**config.mk**
```make
export PLATFORM = sky130hd
export DESIGN_NAME = tmr_group
export DESIGN_NICKNAME = d
export VERILOG_FILES = /design/src/rtl/tmr_pkg.sv /design/src/rtl/tmr_prescaler.sv /design/src/rtl/tmr_channel.sv /design/src/rtl/tmr_group.sv
export SDC_FILE = /design/constraint.sdc
export NUM_CORES = 1
export LEC_CHECK = 0
export BUFFER_PORTS_ARGS = -buffer_cell sky130_fd_sc_hd__buf_2
export CORE_MARGIN = 5
export CORE_UTILIZATION = 26
export DETAILED_ROUTE_END_ITERATION = 10
export PLACE_DENSITY_LB_ADDON = 0.15
export SYNTH_ARGS = -nofsm -noshare
export SYNTH_HDL_FRONTEND = slang
export SYNTH_SLANG_ARGS = --single-unit
```
**constraint.sdc**
```tcl
create_clock -name clk -period 3.55 [get_ports clk]
set_clock_uncertainty 0.05 [all_clocks]
set_input_delay 0.1775 -clock clk [delete_from_list [all_inputs] [get_ports clk]]
set_output_delay 0.1775 -clock clk [all_outputs]
set_load 0.05 [all_outputs]
```
**src/rtl/tmr_pkg.sv**
```systemverilog
package tmr_pkg;
  localparam int NUM_TMR   = 4;
  localparam int DATA_W    = 32;
  localparam int CNT_W     = DATA_W - 1;
  localparam int ADDR_W    = 4;
  localparam int PRE_W     = 6;
  localparam int STOP_BIT  = DATA_W - 1;
  localparam int CASC_LSB  = 0;
  localparam int PRE_LSB   = 8;
  localparam int ROVR_LSB  = 24;
  localparam logic [ADDR_W-1:0] CTRL_IDX = ADDR_W'(2 * NUM_TMR);

  typedef struct packed {
    logic [NUM_TMR-2:0] rovr;
    logic [1:0]         pre;
    logic [NUM_TMR-2:0] casc;
  } grp_ctrl_t;
endpackage

```
**src/rtl/tmr_prescaler.sv**
```systemverilog
module tmr_prescaler
  import tmr_pkg::*;
(
  input  logic       clk,
  input  logic       rst_n,
  input  logic [1:0] sel,
  output logic       tick
);
  logic [PRE_W-1:0] cnt_q, cnt_d;
  logic [PRE_W-1:0] limit;

  always_comb begin
    limit = PRE_W'((8 << sel) - 1);
    tick  = (cnt_q >= limit);
    cnt_d = tick ? '0 : cnt_q + 1'b1;
  end

  always_ff @(posedge clk or negedge rst_n) begin
    if (!rst_n) cnt_q <= '0;
    else        cnt_q <= cnt_d;
  end

  // shortest divisor is 8, so ticks never come back to back
  a_r4_tick_spacing: assert property (@(posedge clk) disable iff (!rst_n)
    tick |=> !tick);
endmodule

```
**src/rtl/tmr_channel.sv**
```systemverilog
module tmr_channel
  import tmr_pkg::*;
(
  input  logic              clk,
  input  logic              rst_n,
  input  logic              step,
  input  logic              run,
  input  logic              base_wr,
  input  logic              cnt_wr,
  input  logic [DATA_W-1:0] wdata,
  output logic [DATA_W-1:0] base_o,
  output logic [CNT_W-1:0]  cnt_o,
  output logic              rel_o
);
  logic [DATA_W-1:0] base_q, base_d;
  logic [CNT_W-1:0]  cnt_q, cnt_d;
  logic              start_load;

  always_comb begin
    start_load = base_wr && base_q[STOP_BIT] && !wdata[STOP_BIT];
    rel_o      = step && run && (cnt_q <= CNT_W'(1));
    base_d     = base_wr ? wdata : base_q;
    cnt_d      = cnt_q;
    if (cnt_wr)                 cnt_d = wdata[CNT_W-1:0];
    else if (start_load)        cnt_d = wdata[CNT_W-1:0];
    else if (rel_o)             cnt_d = base_q[CNT_W-1:0];
    else if (step && run)       cnt_d = cnt_q - 1'b1;
  end

  always_ff @(posedge clk or negedge rst_n) begin
    if (!rst_n) begin
      base_q <= {1'b1, {CNT_W{1'b0}}};
      cnt_q  <= '0;
    end else begin
      base_q <= base_d;
      cnt_q  <= cnt_d;
    end
  end

  assign base_o = base_q;
  assign cnt_o  = cnt_q;

  // a halted timer with no writes keeps its count
  a_r2_hold: assert property (@(posedge clk) disable iff (!rst_n)
    (!run && !cnt_wr && !base_wr) |=> $stable(cnt_o));
  // a reload takes the programmed base value
  a_r8_reload: assert property (@(posedge clk) disable iff (!rst_n)
    (rel_o && !cnt_wr && !base_wr) |=> cnt_o == $past(base_o[CNT_W-1:0]));
  // a step above one decrements by exactly one
  a_r4_decrement: assert property (@(posedge clk) disable iff (!rst_n)
    (step && run && cnt_o > CNT_W'(1) && !cnt_wr && !base_wr)
      |=> cnt_o == $past(cnt_o) - 1'b1);
endmodule

```
**src/rtl/tmr_group.sv**
```systemverilog
module tmr_group
  import tmr_pkg::*;
(
  input  logic              clk,
  input  logic              rst_n,
  input  logic              bus_wr,
  input  logic [ADDR_W-1:0] bus_addr,
  input  logic [DATA_W-1:0] bus_wdata,
  output logic [DATA_W-1:0] bus_rdata,
  output logic [NUM_TMR-1:0] tmr_irq
);
  grp_ctrl_t ctrl_q, ctrl_d;
  logic      tick;
  logic [NUM_TMR-1:0] step, run, rel, irq_d, irq_q;
  logic [NUM_TMR-1:0] base_wr, cnt_wr;
  logic [DATA_W-1:0]  base_v [NUM_TMR];
  logic [CNT_W-1:0]   cnt_v  [NUM_TMR];
  logic [DATA_W-1:0]  ctrl_word;

  tmr_prescaler u_pre (
    .clk  (clk),
    .rst_n(rst_n),
    .sel  (ctrl_q.pre),
    .tick (tick)
  );

  // stop control flows down from the top of each chain
  assign run[NUM_TMR-1] = !base_v[NUM_TMR-1][STOP_BIT];

  for (genvar i = 0; i < NUM_TMR; i++) begin : g_tmr
    assign base_wr[i] = bus_wr && (bus_addr == ADDR_W'(i));
    assign cnt_wr[i]  = bus_wr && (bus_addr == ADDR_W'(NUM_TMR + i));

    if (i < NUM_TMR - 1) begin : g_run
      assign run[i] = ctrl_q.casc[i] ? run[i+1] : !base_v[i][STOP_BIT];
      assign irq_d[i] = rel[i] && !ctrl_q.casc[i];
    end else begin : g_top
      assign irq_d[i] = rel[i];
    end

    if (i == 0) begin : g_first
      assign step[i] = tick;
    end else begin : g_chain
      assign step[i] = ctrl_q.casc[i-1] ? rel[i-1] : tick;
    end

    tmr_channel u_ch (
      .clk    (clk),
      .rst_n  (rst_n),
      .step   (step[i]),
      .run    (run[i]),
      .base_wr(base_wr[i]),
      .cnt_wr (cnt_wr[i]),
      .wdata  (bus_wdata),
      .base_o (base_v[i]),
      .cnt_o  (cnt_v[i]),
      .rel_o  (rel[i])
    );

    // interrupt pulses last a single cycle
    a_r5_pulse: assert property (@(posedge clk) disable iff (!rst_n)
      tmr_irq[i] |=> !tmr_irq[i]);
  end

  always_comb begin
    ctrl_d = ctrl_q;
    if (bus_wr && bus_addr == CTRL_IDX) begin
      ctrl_d.casc = bus_wdata[CASC_LSB +: NUM_TMR-1];
      ctrl_d.pre  = bus_wdata[PRE_LSB +: 2];
      ctrl_d.rovr = bus_wdata[ROVR_LSB +: NUM_TMR-1];
    end
  end

  always_ff @(posedge clk or negedge rst_n) begin
    if (!rst_n) begin
      ctrl_q <= '0;
      irq_q  <= '0;
    end else begin
      ctrl_q <= ctrl_d;
      irq_q  <= irq_d;
    end
  end

  always_comb begin
    ctrl_word = '0;
    ctrl_word[CASC_LSB +: NUM_TMR-1] = ctrl_q.casc;
    ctrl_word[PRE_LSB +: 2]          = ctrl_q.pre;
    ctrl_word[ROVR_LSB +: NUM_TMR-1] = ctrl_q.rovr;
    bus_rdata = '0;
    if (bus_addr < ADDR_W'(NUM_TMR))
      bus_rdata = base_v[bus_addr[1:0]];
    else if (bus_addr < ADDR_W'(2 * NUM_TMR))
      bus_rdata = {1'b0, cnt_v[bus_addr[1:0]]};
    else if (bus_addr == CTRL_IDX)
      bus_rdata = ctrl_word;
  end

  assign tmr_irq = irq_q;

  // the lower half of pair 0+1 stays silent
  a_r9_low_silent: assert property (@(posedge clk) disable iff (!rst_n)
    tmr_irq[0] |-> !$past(ctrl_q.casc[0]));
  // no interrupt from a halted top timer
  a_r2_halt_quiet: assert property (@(posedge clk) disable iff (!rst_n)
    tmr_irq[NUM_TMR-1] |-> $past(run[NUM_TMR-1]));
endmodule

```
Word level (Yosys, flattened, before mapping)

Cells that the tools add are included.

Register bits: 270
Bits of input ports: 39
Output and inout port bits: 36
Logic and storage cells: 110

$add $sub $neg: 6
Order comparisons: 8
Equality and inequality tests: 8
Shift-type cells: 1
Muxes and demuxes: 32
Bitwise gates (word level): 1
Reduce and logical (&&, ||, !) cells: 41

Operator list:

| cell                                                                    | count |
|---|---|
| 31-bit 2-to-1 mux                                                       | 19 |
| 31-bit by 1-bit <= comparator with 1-bit output (second input constant) | 4 |
| 31-bit by 1-bit subtractor with 31-bit output (second input constant)   | 4 |
| 32-bit 2-to-1 mux                                                       | 3 |
| 32-bit binary-select mux with 2-bit select                              | 1 |
| 31-bit binary-select mux with 2-bit select                              | 1 |
| 1-bit logical AND                                                       | 28 |
| 27-bit 2-to-1 mux                                                       | 1 |
| 4-bit by 3-bit == test with 1-bit output (second input constant)        | 4 |
| 4-bit nonzero test                                                      | 4 |
| 4-bit by 2-bit == test with 1-bit output (second input constant)        | 2 |
| 1-bit zero test                                                         | 8 |
| 6-bit by 1-bit adder with 6-bit output (second input constant)          | 1 |
| 6-bit >= comparator                                                     | 1 |
| 1-bit 2-to-1 mux                                                        | 6 |
| 6-bit 2-to-1 mux                                                        | 1 |
| 4-bit by 2-bit << shifter with 6-bit output (first input constant)      | 1 |
| 6-bit by 2-bit subtractor with 6-bit output (second input constant)     | 1 |
| 4-bit by 1-bit == test with 1-bit output (second input constant)        | 1 |
| 4-bit == test (second input constant)                                   | 1 |
| 4-bit zero test                                                         | 1 |
| 4-bit by 3-bit < comparator with 1-bit output (second input constant)   | 1 |
| 4-bit < comparator (second input constant)                              | 1 |
| 3-bit >= comparator (second input constant)                             | 1 |
| 2-bit NOT with 3-bit output                                             | 1 |

Depth between registers and ports, before layout

Gate-level depths: netlist (run 1).

Word-level depth: 18
Mapped depth: 11
Depth with buffers taken out: 9

By module

A second synthesis (run 1) with hierarchy kept.

Cells, all modules: 1703
Area, all modules: 17164.0 um^2

By module, submodules not included:

| module                          | times used | cells an instance | area an instance (um^2) | sequential area each (um^2) |
|---|---|---|---|---|
| tmr_channel (g_tmr[0].u_ch ...) | 2          | 353               | 3583.4                  | 1577.8 |
| tmr_channel (g_tmr[2].u_ch ...) | 2          | 368               | 3464.6                  | 1577.8 |
| tmr_group                       | 1          | 229               | 2745.1                  | 300.3 |
| tmr_prescaler                   | 1          | 32                | 322.8                   | 150.1 |

Least setup slack after synthesis (run 1)

OpenSTA, ideal clock, no wires.

Path kind: flip-flop to flip-flop
From: register g_tmr[1].u_ch.cnt_q[8]
To: register g_tmr[3].u_ch.cnt_q[8]
Setup time: 121 ps
Arrival time: 2760 ps
Data required time: 3379 ps
Slack: 619 ps
Stages on the path, launching flop included: 9
Path buffers: 1
Period minus slack after synthesis: 2931 ps
Path through: dfrtp_1 -> or3_4 -> or4b_1 -> or4_1 -> buf_2 -> o211a_4 -> o31ai_1 -> o311ai_1 -> a22o_1

Longest elaborated chain between the ends: 11
Elaborated cells on any way between the ends: 12
Classes of those cells: 1 x order compare; 5 x mux; 6 x reduce/logical

Ends and longest elaborated chain:

| item                                                | RTL line                             | text |
|---|---|---|
| from (decl)                                         | tmr_channel.sv:16                    | `logic [CNT_W-1:0] cnt_q, cnt_d;` |
| from (signal assigned)                              | tmr_channel.sv:36                    | `cnt_q <= cnt_d;` |
| 31-bit by 1-bit <= comparator with 1-bit output (*) | tmr_channel.sv:21                    | `rel_o = step && run && (cnt_q <= CNT_W'(1));` |
| 1-bit logical AND (*)                               | tmr_channel.sv:21                    |  |
| 1-bit 2-to-1 mux (*)                                | tmr_group.sv:44                      | `assign step[i] = ctrl_q.casc[i-1] ? rel[i-1] : tick;` |
| 1-bit logical AND (*) (2 in series)                 | tmr_channel.sv:21                    |  |
| 1-bit 2-to-1 mux (*)                                | tmr_group.sv:44                      |  |
| 1-bit logical AND (*)                               | tmr_channel.sv:21, tmr_channel.sv:27 |  |
| 1-bit logical AND                                   | tmr_channel.sv:21                    |  |
| 31-bit 2-to-1 mux                                   | tmr_channel.sv:26                    | `else if (rel_o) cnt_d = base_q[CNT_W-1:0];` |
| 31-bit 2-to-1 mux                                   | tmr_channel.sv:25                    | `else if (start_load) cnt_d = wdata[CNT_W-1:0];` |
| 31-bit 2-to-1 mux                                   | tmr_channel.sv:24                    | `if (cnt_wr) cnt_d = wdata[CNT_W-1:0];` |
| to (signal assigned)                                | tmr_channel.sv:36                    |  |
| to (decl)                                           | tmr_channel.sv:16                    |  |

Every way passes the cells marked *; elsewhere a longest branch is shown, timed or not.
A chain may end at the register's enable or synchronous reset.

Final worst setup path (run 1)

From: register g_tmr[0].u_ch.cnt_q[11]
To: register g_tmr[1].u_ch.cnt_q[2]

Longest elaborated chain between the ends: 8
Elaborated cells on any way between the ends: 9
Classes of those cells: 1 x order compare; 4 x mux; 4 x reduce/logical

Ends and longest elaborated chain:

| item                                                | RTL line |
|---|---|
| from (decl)                                         | tmr_channel.sv:16 |
| from (signal assigned)                              | tmr_channel.sv:36 |
| 31-bit by 1-bit <= comparator with 1-bit output (*) | tmr_channel.sv:21 |
| 1-bit logical AND (*)                               | tmr_channel.sv:21 |
| 1-bit 2-to-1 mux (*)                                | tmr_group.sv:44 |
| 1-bit logical AND (*)                               | tmr_channel.sv:21, tmr_channel.sv:27 |
| 1-bit logical AND                                   | tmr_channel.sv:21 |
| 31-bit 2-to-1 mux                                   | tmr_channel.sv:26 |
| 31-bit 2-to-1 mux                                   | tmr_channel.sv:25 |
| 31-bit 2-to-1 mux                                   | tmr_channel.sv:24 |

Marked as above.

==> results of run 1 <==
## cell type report
cell class                 instances  area share
timing repair buffer             201     0.07940
clock buffer                      49     0.05177
antenna                            2   0.0002489
inverter                          36    0.006720
multi-input combinational       1346      0.4673
sequential                       270      0.3363
tap                              855     0.05320
clock inverter                    10    0.005102
## logic make-up after synthesis
| logic type | synth area share |
|---|---|
| xor gates and xnor gates | 0.01410 |
| and+or+nand+nor | 0.1676 |
| DFF | 0.4032 |
| muxes | 0.1913 |
| AOI/OAI and AO/OA | 0.1741 |
| adders and majority gates | 0.008952 |
| buffers and inverters | 0.04081 |
## through the flow
step | worst slack (ns) | hold slack (ns) | std cells
3_5_place_dp | 0.1913 | 0.2046 | 2675
6_report | 0.1338 | 0.1766 | 2769
5_1_grt | 0.07372 | 0.1922 | 2767
3_3_place_gp | 0.1994 | 0.2069 | 2675
2_1_floorplan | 0.6189 | -0.1681 | 1786
4_1_cts | 0.1984 | 0.1455 | 2767
## worst max-delay path, cell delays in order (launching register included)
cell,delay (ns)
dfrtp_1,0.45
nor3_1,0.60
nand4_1,0.42
o41a_1,0.55
buf_4,0.18
nor3_2,0.23
buf_12,0.18
nand2_1,0.26
o21ai_0,0.27
a21oi_1,0.10
## power groups by stage
stage / clock (mW) / combinational [mW] / sequential, mW
detailed placement: 0 / 4.08 / 5.19
finish: 3.65 / 4.14 / 5.17
floorplan: 0 / 2.79 / 4.65
CTS: 3.74 / 4.14 / 5.15
global placement: 0 / 4.04 / 5.17
global route: 3.86 / 4.48 / 5.28
## sequential cells by signal (all words and copies together) (netlist names)
register / count
tmr_irq: 4
g_tmr.u_ch.cnt_o: 124
u_pre.cnt_q: 6
ctrl_q: 8
g_tmr.u_ch.base_o: 128
## worst paths after layout
check,to,slack [ns],cells past startpoint
max in group asynchronous,g_tmr[0].u_ch.base_o[9],2.16,3
setup reg to reg,g_tmr[1].u_ch.cnt_o[2],0.13,9
setup / recovery,g_tmr[1].u_ch.cnt_o[2],0.13,9
min in group clk,g_tmr[2].u_ch.base_o[31],0.19,4
hold / removal,g_tmr[1].u_ch.base_o[27],0.18,2
hold reg to reg,u_pre.cnt_q[0],0.41,1
## layer usage
metal	GRT usage	vias to the layer above
li1	-	6760
met1	0.2947	7808
met2	0.3224	551
met3	0.03362	107
met4	0.05273	2
met5	0	-
## cell usage in the layout, fill, tap and decap left out, types with 16 or more instances in the layout
master	count
dfrtp_1	266
nor2_1	236
nand2_1	154
a21oi_1	152
mux2_2	134
o21ai_0	129
buf_4	82
buf_2	71
mux4_2	63
nor3_1	51
clkbuf_16	37
inv_1	36
nand3_1	34
o22ai_1	33
dlygate4sd3_1	33
mux2i_1	28
a31oi_1	25
or3_1	19
o211ai_1	19
xnor2_1	19
nor4_1	16
==> run metrics, run 1 <==
final cycle utilization of the critical path 0.9623; post-route design area roughly 20000 um2; Setup-failing EPs final 0; Psw around 5 mW; die area ~70000 um2; required arrival time at the worst endpoint approximately 3.9 ns; CP Launch Type flip-flop; endpoint class of the critical path flip-flop; largest net degree at the start of global routing 86; Area contributors post-synth dfrtp_1 (40%), mux2_2 (9.0%), mux4_2 (8.5%), nor2_1 (5.3%), a21oi_1 (4.5%); clock latency on the worst-skew pair approximately 0.55 ns; routability cong. between 0.8 and 0.9; drc violations 0; Synth cell types 78; arrival time worst endpoint approximately 3.8 ns; unrepaired setup endpoints after global routing false; relative contribution of sequential cells to total power 0.399; number of synthesis warnings 0; fraction of layout cells with a size suffix above 1 0.2484; final cell utilization of the core 0.3136; max-capacitance violation count 0; final slew viol count 0; DR WL met3 approximately 4300 um; Net Count, Synth approximately 1800; Hold Path Class primary input to async pin; starting density of the core 0.2616; top metal layer carrying routed signals met5; detailed router's first-iteration violation count approximately 1300; top cells by count, synth dfrtp_1 (266), nor2_1 (239), nand2_1 (155); number of vias after detailed routing 15230; post-route minimum period roughly 3.4 ns; net count reported at finish a little under 2000; cell accounting for the most synthesized area dfrtp_1; Max FO, Critical Path 11; top cell type's share of synthesized area 0.3969; Wirelength per Cell between 20 and 30 um; initial antenna violation count 5; Max rail drop VDD approximately 0.28 mV; Worst Tran Pin Value around 0.90 ns; mean cell area of the mapped netlist approximately 9.4 um2; total congestion overflow after global routing 0; Overall Power 12.96 mW; Yosys reg bits 270; wire length after detailed routing 73150 um; Setup Crit Path Kind flip-flop to flip-flop; main flop type after synthesis dfrtp_1; number of nets with antenna violations after detailed routing 0; 1st-pass router iterations 5; standard cell core area ~64000 um2; internal power summed over all cells between 7 and 8 mW; buffer depth of the longest clock path 3; total negative setup slack 0 ns; post-detailed-placement cell area 18630 um2; via-per-instance ratio approximately 5.5; number of hold violations in the final report 0; CTS Sinks 270; run status complete, no violations; vias in the first global route around 15000; Filler Cells Inserted approximately 6600; count of boundary I/O pins 75; number of enable-type register cells in the synthesized netlist 0; source of the worst register-to-register timing path g_tmr[0].u_ch.cnt_o[11]; Post-Syn Area 16770 um2; total area of sequential cells 6761 um2; CTS tree built; number of rows created at floorplan 93; most frequent cell after synthesis dfrtp_1; post-synthesis async set-or-reset flop share 1.000; DP Wirelength about 50000 um; proportion of total power due to net switching 0.3848; post-CTS setup buffers 0; worst slew slack as a fraction of its limit 0.3999; Max Fclk between 200 and 300 MHz; layout overhead on the synthesized area 19.90%; Die Width ~260 um; Gate Count Post-Synth between 1500 and 2000; P per Cell Area about 640 nW/um2; Port Buffer Count 74; H-Tree Depth 2; clock buffers created by TritonCTS 35; clock network fraction of design power 0.282; area of the multi-input gates between 9000 and 10000 um2; clock-pin slew of the registers on the worst-case setup and hold paths about 0.060 ns; Gate power share 0.319; clock root buffer master clkbuf_16; share of the yosys chip area belonging to registers 0.4032; Leakage Power between 7 and 8 nW; routed wl met2 around 33000 um; number of resized instances in the post-cts repair step 0; die span in y ~260 um; routed length on met1 33420 um; global-route usage over all layers 0.2048; wire length of the first global-routing pass about 110000 um; CTS Hold Bufs 33; worst setup path startpoint g_tmr[0].u_ch.cnt_o[11]
(Power assumes the default switching activity.)
==> run 2: changes to the inputs <==
- ABC_AREA: unset -> 1
==> run 2 against run 1 <==
Effect of this change: via count rose by 13%; core utilization fell by 0.52 points; clock power is 5% higher.
==> run metrics, run 2 <==
Yosys reg bits 270 (unchanged); capture instance of the worst register-to-register path g_tmr[2].u_ch.cnt_o[0] (was g_tmr[1].u_ch.cnt_o[2]); Worst Tran Pin Value 1.077 ns (was 0.9002 ns); hold path depth 5; number of vias after detailed routing 17140 (was 15230); proportion of total power due to net switching 0.4474 (was 0.3848); total negative setup slack 0 ns (unchanged); reg-to-reg setup timing slack 0.32 ns (was 0.13 ns); FF-to-FF path depth 17 (was 9); clock network fraction of design power 0.250 (was 0.282); Net Count, Synth 2334 (was 1837); worst slew slack as a fraction of its limit 0.2813 (was 0.3999); Area contributors post-synth dfrtp_1 (39%), nand2_1 (12%), inv_1 (6.2%), o221ai_1 (5.9%), o211ai_1 (4.9%) (was dfrtp_1 (40%), mux2_2 (9.0%), mux4_2 (8.5%), nor2_1 (5.3%), a21oi_1 (4.5%)); initial antenna violation count 2 (was 5); highest-count cells in the layout ignoring fill and taps nand2_1 (554), inv_1 (277), dfrtp_1 (266), nor2_1 (194), o21ai_0 (165) (was dfrtp_1 (266), nor2_1 (236), nand2_1 (154), a21oi_1 (152), mux2_2 (134)); number of nets with antenna violations after detailed routing 0 (unchanged); CTS Hold Bufs 33 (unchanged); CTS tree built (unchanged); wire length of the first global-routing pass 112900 um (was 108300 um); total congestion overflow after global routing 0 (unchanged); Max Fclk 309.5 MHz (was 292.7 MHz); starting density of the core 0.2627 (was 0.2616); compound-cell area share of the yosys netlist 0.2117 (was 0.1741); Wirelength per Cell 23.71 um (was 26.42 um); final slew viol count 0 (unchanged); max-capacitance violation count 0 (unchanged); required arrival time at the worst endpoint 3.93 ns (about the same); count of boundary I/O pins 75 (unchanged); number of synthesis warnings 0 (unchanged); number of rows created at floorplan 93 (unchanged); Psw 6.844 mW (was 4.987 mW); arrival time worst endpoint 3.61 ns (was 3.80 ns); clock root buffer master clkbuf_16 (unchanged); Max FO, Critical Path 53 (was 11); wire length after detailed routing 76880 um (was 73150 um); count of placed standard cells in the final layout, fillers left out 3242 (was 2769); final worst-path setup slack 0.3185 ns (was 0.1338 ns); H-Tree Depth 2 (unchanged); Setup-failing EPs final 0 (unchanged); fraction of layout cells with a size suffix above 1 0.09975 (was 0.2484); top cells by count, synth nand2_1 (557), inv_1 (278), dfrtp_1 (266) (was dfrtp_1 (266), nor2_1 (239), nand2_1 (155)); detailed router's first-iteration violation count 1914 (was 1348); post-detailed-placement cell area 18360 um2 (was 18630 um2); source of the worst register-to-register timing path ctrl_q[4] (was g_tmr[0].u_ch.cnt_o[11]); mean cell area of the mapped netlist 7.431 um2 (was 9.390 um2); synthesized-area fraction occupied by xor and xnor cells 0.03872 (was 0.01410); Gate Count Post-Synth 2283 (was 1786); cell accounting for the most synthesized area dfrtp_1 (unchanged); share of the yosys chip area belonging to registers 0.3986 (was 0.4032); buffer depth of the longest clock path 3 (unchanged); commonest non-fill, non-tap cell in the layout nand2_1 (was dfrtp_1); die area 70460 um2 (was 69680 um2); die span in y 265.4 um (was 264.0 um); largest net degree at the start of global routing 87 (was 86); delay of the slowest critical-path stage 0.50 ns (was 0.60 ns); standard cell core area 64580 um2 (was 64120 um2); via-per-instance ratio 5.286 (was 5.499); main flop type after synthesis dfrtp_1 (unchanged); top cell type's share of synthesized area 0.3924 (was 0.3969); critical hold path startpoint bus_wr; most frequent cell after synthesis nand2_1 (was dfrtp_1); largest family of logic cells by synthesized area simple AND/OR/NAND/NOR gates (was multiplexers); Port Buffer Count 74 (unchanged); Worst Hold Path EP g_tmr[0].u_ch.base_o[8]; final cycle utilization of the critical path 0.9103 (was 0.9623); post-placement setup slack 0.3142 ns (was 0.1913 ns); relative contribution of sequential cells to total power 0.340 (was 0.399); internal power summed over all cells 8.453 mW (was 7.972 mW); Leakage Power 9.332 nW (was 7.935 nW); mux contribution to synthesized area 0 (was 0.1913); 1st-pass router iterations 8 (was 5); Post-Syn Area 16970 um2 (was 16770 um2); area fraction in and, or, nand and nor cells after synthesis 0.2446 (was 0.1676); endpoint class of the critical path flip-flop (unchanged); P per Cell Area 768.0 nW/um2 (was 644.5 nW/um2); final cell utilization of the core 0.3084 (was 0.3136); Overall Power 15.30 mW (was 12.96 mW); post-CTS setup buffers 0 (unchanged); unrepaired setup endpoints after global routing false (unchanged); most frequent CP cell nand2_1; Die Width 265.4 um (was 264.0 um); number of enable-type register cells in the synthesized netlist 0 (unchanged); net count reported at finish 2410 (was 1941); Gate power share 0.410 (was 0.319); clock-pin slew of the registers on the worst-case setup and hold paths 0.05 ns (was 0.06 ns); clock buffers created by TritonCTS 36 (was 35); Setup Crit Path Kind flip-flop to flip-flop (unchanged); CTS Sinks 270 (unchanged); run status complete, no violations (unchanged); CP Launch Type flip-flop (unchanged); global-route usage over all layers 0.2116 (was 0.2048); worst setup path startpoint ctrl_q[4] (was g_tmr[0].u_ch.cnt_o[11]); worst hold margin 0.09841 ns (was 0.1766 ns); slowest stage cell on the critical path buf_4 (was nor3_1); number of hold violations in the final report 0 (unchanged); layout overhead on the synthesized area 17.40% (was 19.90%); vias in the first global route 16560 (was 15150); number of placed instances, taps included 3143 (was 2675); post-route design area 19920 um2 (was 20110 um2); number of resized instances in the post-cts repair step 0 (unchanged); Max rail drop VDD 0.3192 mV (was 0.2773 mV); post-route minimum period 3.231 ns (was 3.416 ns); post-synthesis async set-or-reset flop share 1.000 (unchanged); DP Wirelength 55840 um (was 50850 um); Synth cell types 49 (was 78); adder and majority gate portion of the synthesized area 0.008850 (was 0.008953); sequence of cells on the critical path nand2_1, ha_1, nand2_1, inv_1, nand3_1, nand3_2, nand2_1, nor2_1, nand2_2, nand2_1, nand3_2, nand2_2, nand3_4, buf_4, inv_1, o21ai_0, nand3_1 (was nor3_1, nand4_1, o41a_1, buf_4, nor3_2, buf_12, nand2_1, o21ai_0, a21oi_1); drc violations 0 (unchanged); routability cong. 0.9307 (was 0.8778); Hold Path Class primary input to flip-flop (was primary input to async pin); flip-flop count of the largest register, all copies and words added 128 (unchanged); clock latency on the worst-skew pair 0.56 ns (was 0.55 ns)
run 2: cell types whose count changed after synthesis, sizes merged, moves of 25 or more:
cell / before / now
a21oi: 152 / 16
a22oi: 0 / 50
inv: 36 / 294
mux2: 134 / 0
mux2i: 28 / 0
mux4: 63 / 0
nand2: 156 / 560
nand3: 34 / 121
nand4: 11 / 36
nor2: 241 / 208
o211ai: 20 / 111
o21ai: 133 / 170
o221ai: 1 / 115
xor2: 8 / 65
run 2: worst max path at each step:
stage	endpoint	slack (ns)	depth (start not counted)
final	g_tmr[2].u_ch.cnt_o[0]	0.32	17
after global routing	g_tmr[2].u_ch.cnt_o[29]	0.03	17
after CTS	g_tmr[2].u_ch.cnt_o[8]	0.30	11
after detailed placement	g_tmr[2].u_ch.cnt_o[0]	0.31	15
after global placement	g_tmr[2].u_ch.cnt_o[14]	0.26	11
after floorplan	g_tmr[3].u_ch.cnt_o[16]	1.13	20
run 2: worst max-delay path, delay by kind of cell, from the launching register on:
family / cells / cell delay, ns
and+or+nand+nor: 12 / 1.18
DFF: 1 / 0.40
AOI/OAI and AO/OA: 1 / 0.24
adders and majority gates: 1 / 0.29
buffers and inverters: 3 / 0.93
run 2: cell families (layout without fill, tap and decap cells):
group | Yosys count | after routing
AOI/OAI and AO/OA | 520 | 520
DFF | 270 | 270
and+or+nand+nor | 980 | 980
other | 0 | 1
buffers and inverters | 426 | 529
xor gates and xnor gates | 75 | 75
adders and majority gates | 12 | 12
run 2: power groups by stage:
stage | sequential, mW | clock (mW) | combinational [mW]
after floorplan | 4.80 | 0 | 4.41
after global placement | 5.20 | 0 | 6.13
after detailed placement | 5.21 | 0 | 6.16
after CTS | 5.16 | 3.93 | 6.22
after global routing | 5.32 | 4.04 | 6.96
final | 5.19 | 3.83 | 6.27
run 2: layout make-up:
cell class / count / area, um2
Fill cell: 6951 / 44660
Multi-Input combinational cell: 1587 / 8603
Sequential cell: 270 / 6761
Inverter: 308 / 1156
Clock buffer: 58 / 1116
Timing Repair Buffer: 156 / 1104
Tap cell: 855 / 1070
Clock inverter: 7 / 103.9
Antenna cell: 1 / 2.502
run 2: layer usage:
metal,global-route usage,vias to the layer above,share of wire
met3,0.05171,113,0.083
met2,0.3235,697,0.44
li1,-,7915,-
met1,0.2978,8411,0.45
met5,0,-,0
met4,0.06224,0,0.031
==> run 3: changes to the inputs <==
- CELL_PAD_IN_SITES_DETAIL_PLACEMENT: unset -> 0
- CELL_PAD_IN_SITES_GLOBAL_PLACEMENT: unset -> 2
==> run 3 against run 2 <==
Effect of this change: non-clock buffer count down 5; count of clock-buffer cells in the layout down 1; hold slack better by 0.032 ns; wire length up 4.4%; via count down 1.1%; setup slack worse by 0.078 ns; final cell count about the same; design area up 0.30%; combinational power about the same; die area unchanged; critical endpoint is now g_tmr[0].u_ch.cnt_o[25]; largest cell class unchanged; highest routed layer is now met5.
==> run metrics, run 3 (synthesized netlist as in run 2, its figures left out) <==
run status complete, no violations (unchanged); final worst-path setup slack 0.2401 ns (was 0.3185 ns); number of hold violations in the final report 0 (unchanged); sum of buffers and inverters on the critical path 2 (was 3); CTS tree built (unchanged); post-detailed-placement cell area 18360 um2 (unchanged); largest net degree at the start of global routing 78 (was 87); required arrival time at the worst endpoint 3.89 ns (was 3.93 ns); count of boundary I/O pins 75 (unchanged); global-route usage over all layers 0.2195 (was 0.2116); initial antenna violation count 1 (was 2); H-Tree Depth 2 (unchanged); slowest stage cell on the critical path clkinv_1 (was buf_4); number of nets with antenna violations after detailed routing 0 (unchanged); delay of the slowest critical-path stage 0.54 ns (was 0.50 ns); total congestion overflow after global routing 0 (unchanged); die span in y 265.4 um (unchanged); starting density of the core 0.2627 (unchanged); commonest non-fill, non-tap cell in the layout nand2_1 (unchanged); worst slew slack as a fraction of its limit 0.2523 (was 0.2813); FF-to-FF path depth 13 (was 17); net count reported at finish 2409 (was 2410); Worst Tran Pin Value 1.119 ns (was 1.077 ns); wire length of the first global-routing pass 115400 um (was 112900 um); worst hold margin 0.1303 ns (was 0.09841 ns); number of vias after detailed routing 16940 (was 17140); max-capacitance violation count 0 (unchanged); post-route minimum period 3.310 ns (was 3.231 ns); CP Launch Type flip-flop (unchanged); Setup-failing EPs final 0 (unchanged); final cycle utilization of the critical path 0.9324 (was 0.9103); fraction of layout cells with a size suffix above 1 0.09975 (unchanged); unrepaired setup endpoints after global routing false (unchanged); final cell utilization of the core 0.3093 (was 0.3084); sequence of cells on the critical path nand2_1, ha_1, a21oi_1, nand3_2, nand2_1, nor2_1, nand2_2, buf_4, clkinv_1, a21oi_1, o21ai_0, o211ai_1, o221ai_1 (was nand2_1, ha_1, nand2_1, inv_1, nand3_1, nand3_2, nand2_1, nor2_1, nand2_2, nand2_1, nand3_2, nand2_2, nand3_4, buf_4, inv_1, o21ai_0, nand3_1); Overall Power 15.47 mW (was 15.30 mW); endpoint class of the critical path flip-flop (unchanged); clock buffers created by TritonCTS 39 (was 36); total area of sequential cells 6761 um2 (unchanged); Max FO, Critical Path 42 (was 53); arrival time worst endpoint 3.65 ns (was 3.61 ns); Crit path max-delay family buffers and inverters (was simple AND/OR/NAND/NOR gates); via-per-instance ratio 5.223 (was 5.286); clock-pin slew of the registers on the worst-case setup and hold paths 0.05 ns (about the same); P per Cell Area 774.2 nW/um2 (was 768.0 nW/um2); final slew viol count 0 (unchanged); drc violations 0 (unchanged); Leakage Power 9.345 nW (was 9.332 nW); number of rows created at floorplan 93 (unchanged); Filler Cells Inserted 6973 (was 6951); clock root buffer master clkbuf_16 (unchanged); Max rail drop VDD 0.2906 mV (was 0.3192 mV); die area 70460 um2 (unchanged); wire length after detailed routing 80270 um (was 76880 um); Die Width 265.4 um (unchanged); Port Buffer Count 74 (unchanged); Hold Path Class primary input to async pin (was primary input to flip-flop); number of placed instances, taps included 3138 (was 3143); vias in the first global route 16320 (was 16560); clock latency on the worst-skew pair 0.57 ns (was 0.56 ns); Wirelength per Cell 24.74 um (was 23.71 um); flip-flop count of the largest register, all copies and words added 128 (unchanged); Setup Crit Path Kind flip-flop to flip-flop (unchanged); Max Fclk 302.1 MHz (was 309.5 MHz); critical path depth in cells 13 (was 17); buffer depth of the longest clock path 3 (unchanged); routability cong. 0.8677 (was 0.9307); CTS Sinks 270 (unchanged); post-route design area 19980 um2 (was 19920 um2); post-placement setup slack 0.1375 ns (was 0.3142 ns); 1st-pass router iterations 5 (was 8); layout overhead on the synthesized area 17.75% (was 17.40%); detailed router's first-iteration violation count 1575 (was 1914); standard cell core area 64580 um2 (unchanged); DP Wirelength 58430 um (was 55840 um); highest-count cells in the layout ignoring fill and taps nand2_1 (554), inv_1 (277), dfrtp_1 (266), nor2_1 (194), o21ai_0 (164) (was nand2_1 (554), inv_1 (277), dfrtp_1 (266), nor2_1 (194), o21ai_0 (165)); count of placed standard cells in the final layout, fillers left out 3244 (was 3242); area of the multi-input gates 8621 um2 (was 8603 um2); total negative setup slack 0 ns (unchanged)
[run 3: routing by layer]
metal	up-vias	GRT usage	share of wire
met5	-	0	0.00016
met4	2	0.04783	0.024
met3	97	0.04569	0.068
met2	581	0.3332	0.43
met1	8330	0.3225	0.48
li1	7932	-	-
[run 3: where the power goes]
part           switching (mW)  internal, mW  total, mW
clock                    1.60          2.39       3.98
combinational            4.22          2.08       6.30
sequential               1.11          4.08       5.19
[run 3: worst register-to-register path: cells and delay by family (launching register included)]
family / cells / cell delay [ns]
AO/OA/AOI/OAI: 5 / 0.78
adder cells (fa/ha/maj): 1 / 0.29
buffers and inverters: 2 / 0.99
flip-flops: 1 / 0.40
AND/OR/NAND/NOR: 5 / 0.64
[run 3: what timing repair did]
action	CTS	global route
hold buffers	33	0
setup buffers	0	0
endpoints found under the hold margin	127	0
gates resized for setup	0	5
endpoints found under the setup margin	0	29
[run 3: layout make-up]
class,instances,area share
repair buffers,151,0.05524
clock inverters,12,0.006952
diodes,3,0.0003758
clock buffers,57,0.05574
flip-flops and latches,270,0.3385
inverters,308,0.05812
multi-input cells,1588,0.4315
well taps,855,0.05355
[run 3: path summary, 6_finish.rpt]
check                                     from                        to  slack, ns
worst min register to register  u_pre.cnt_q[0]            u_pre.cnt_q[0]       0.42
worst max-delay path                 ctrl_q[4]   g_tmr[0].u_ch.cnt_o[25]       0.24
max in group asynchronous                rst_n  g_tmr[0].u_ch.base_o[25]       2.36
worst max register to register       ctrl_q[4]   g_tmr[0].u_ch.cnt_o[25]       0.24
min in group clk                        bus_wr   g_tmr[0].u_ch.base_o[8]       0.18
worst min-delay path                     rst_n                tmr_irq[3]       0.13
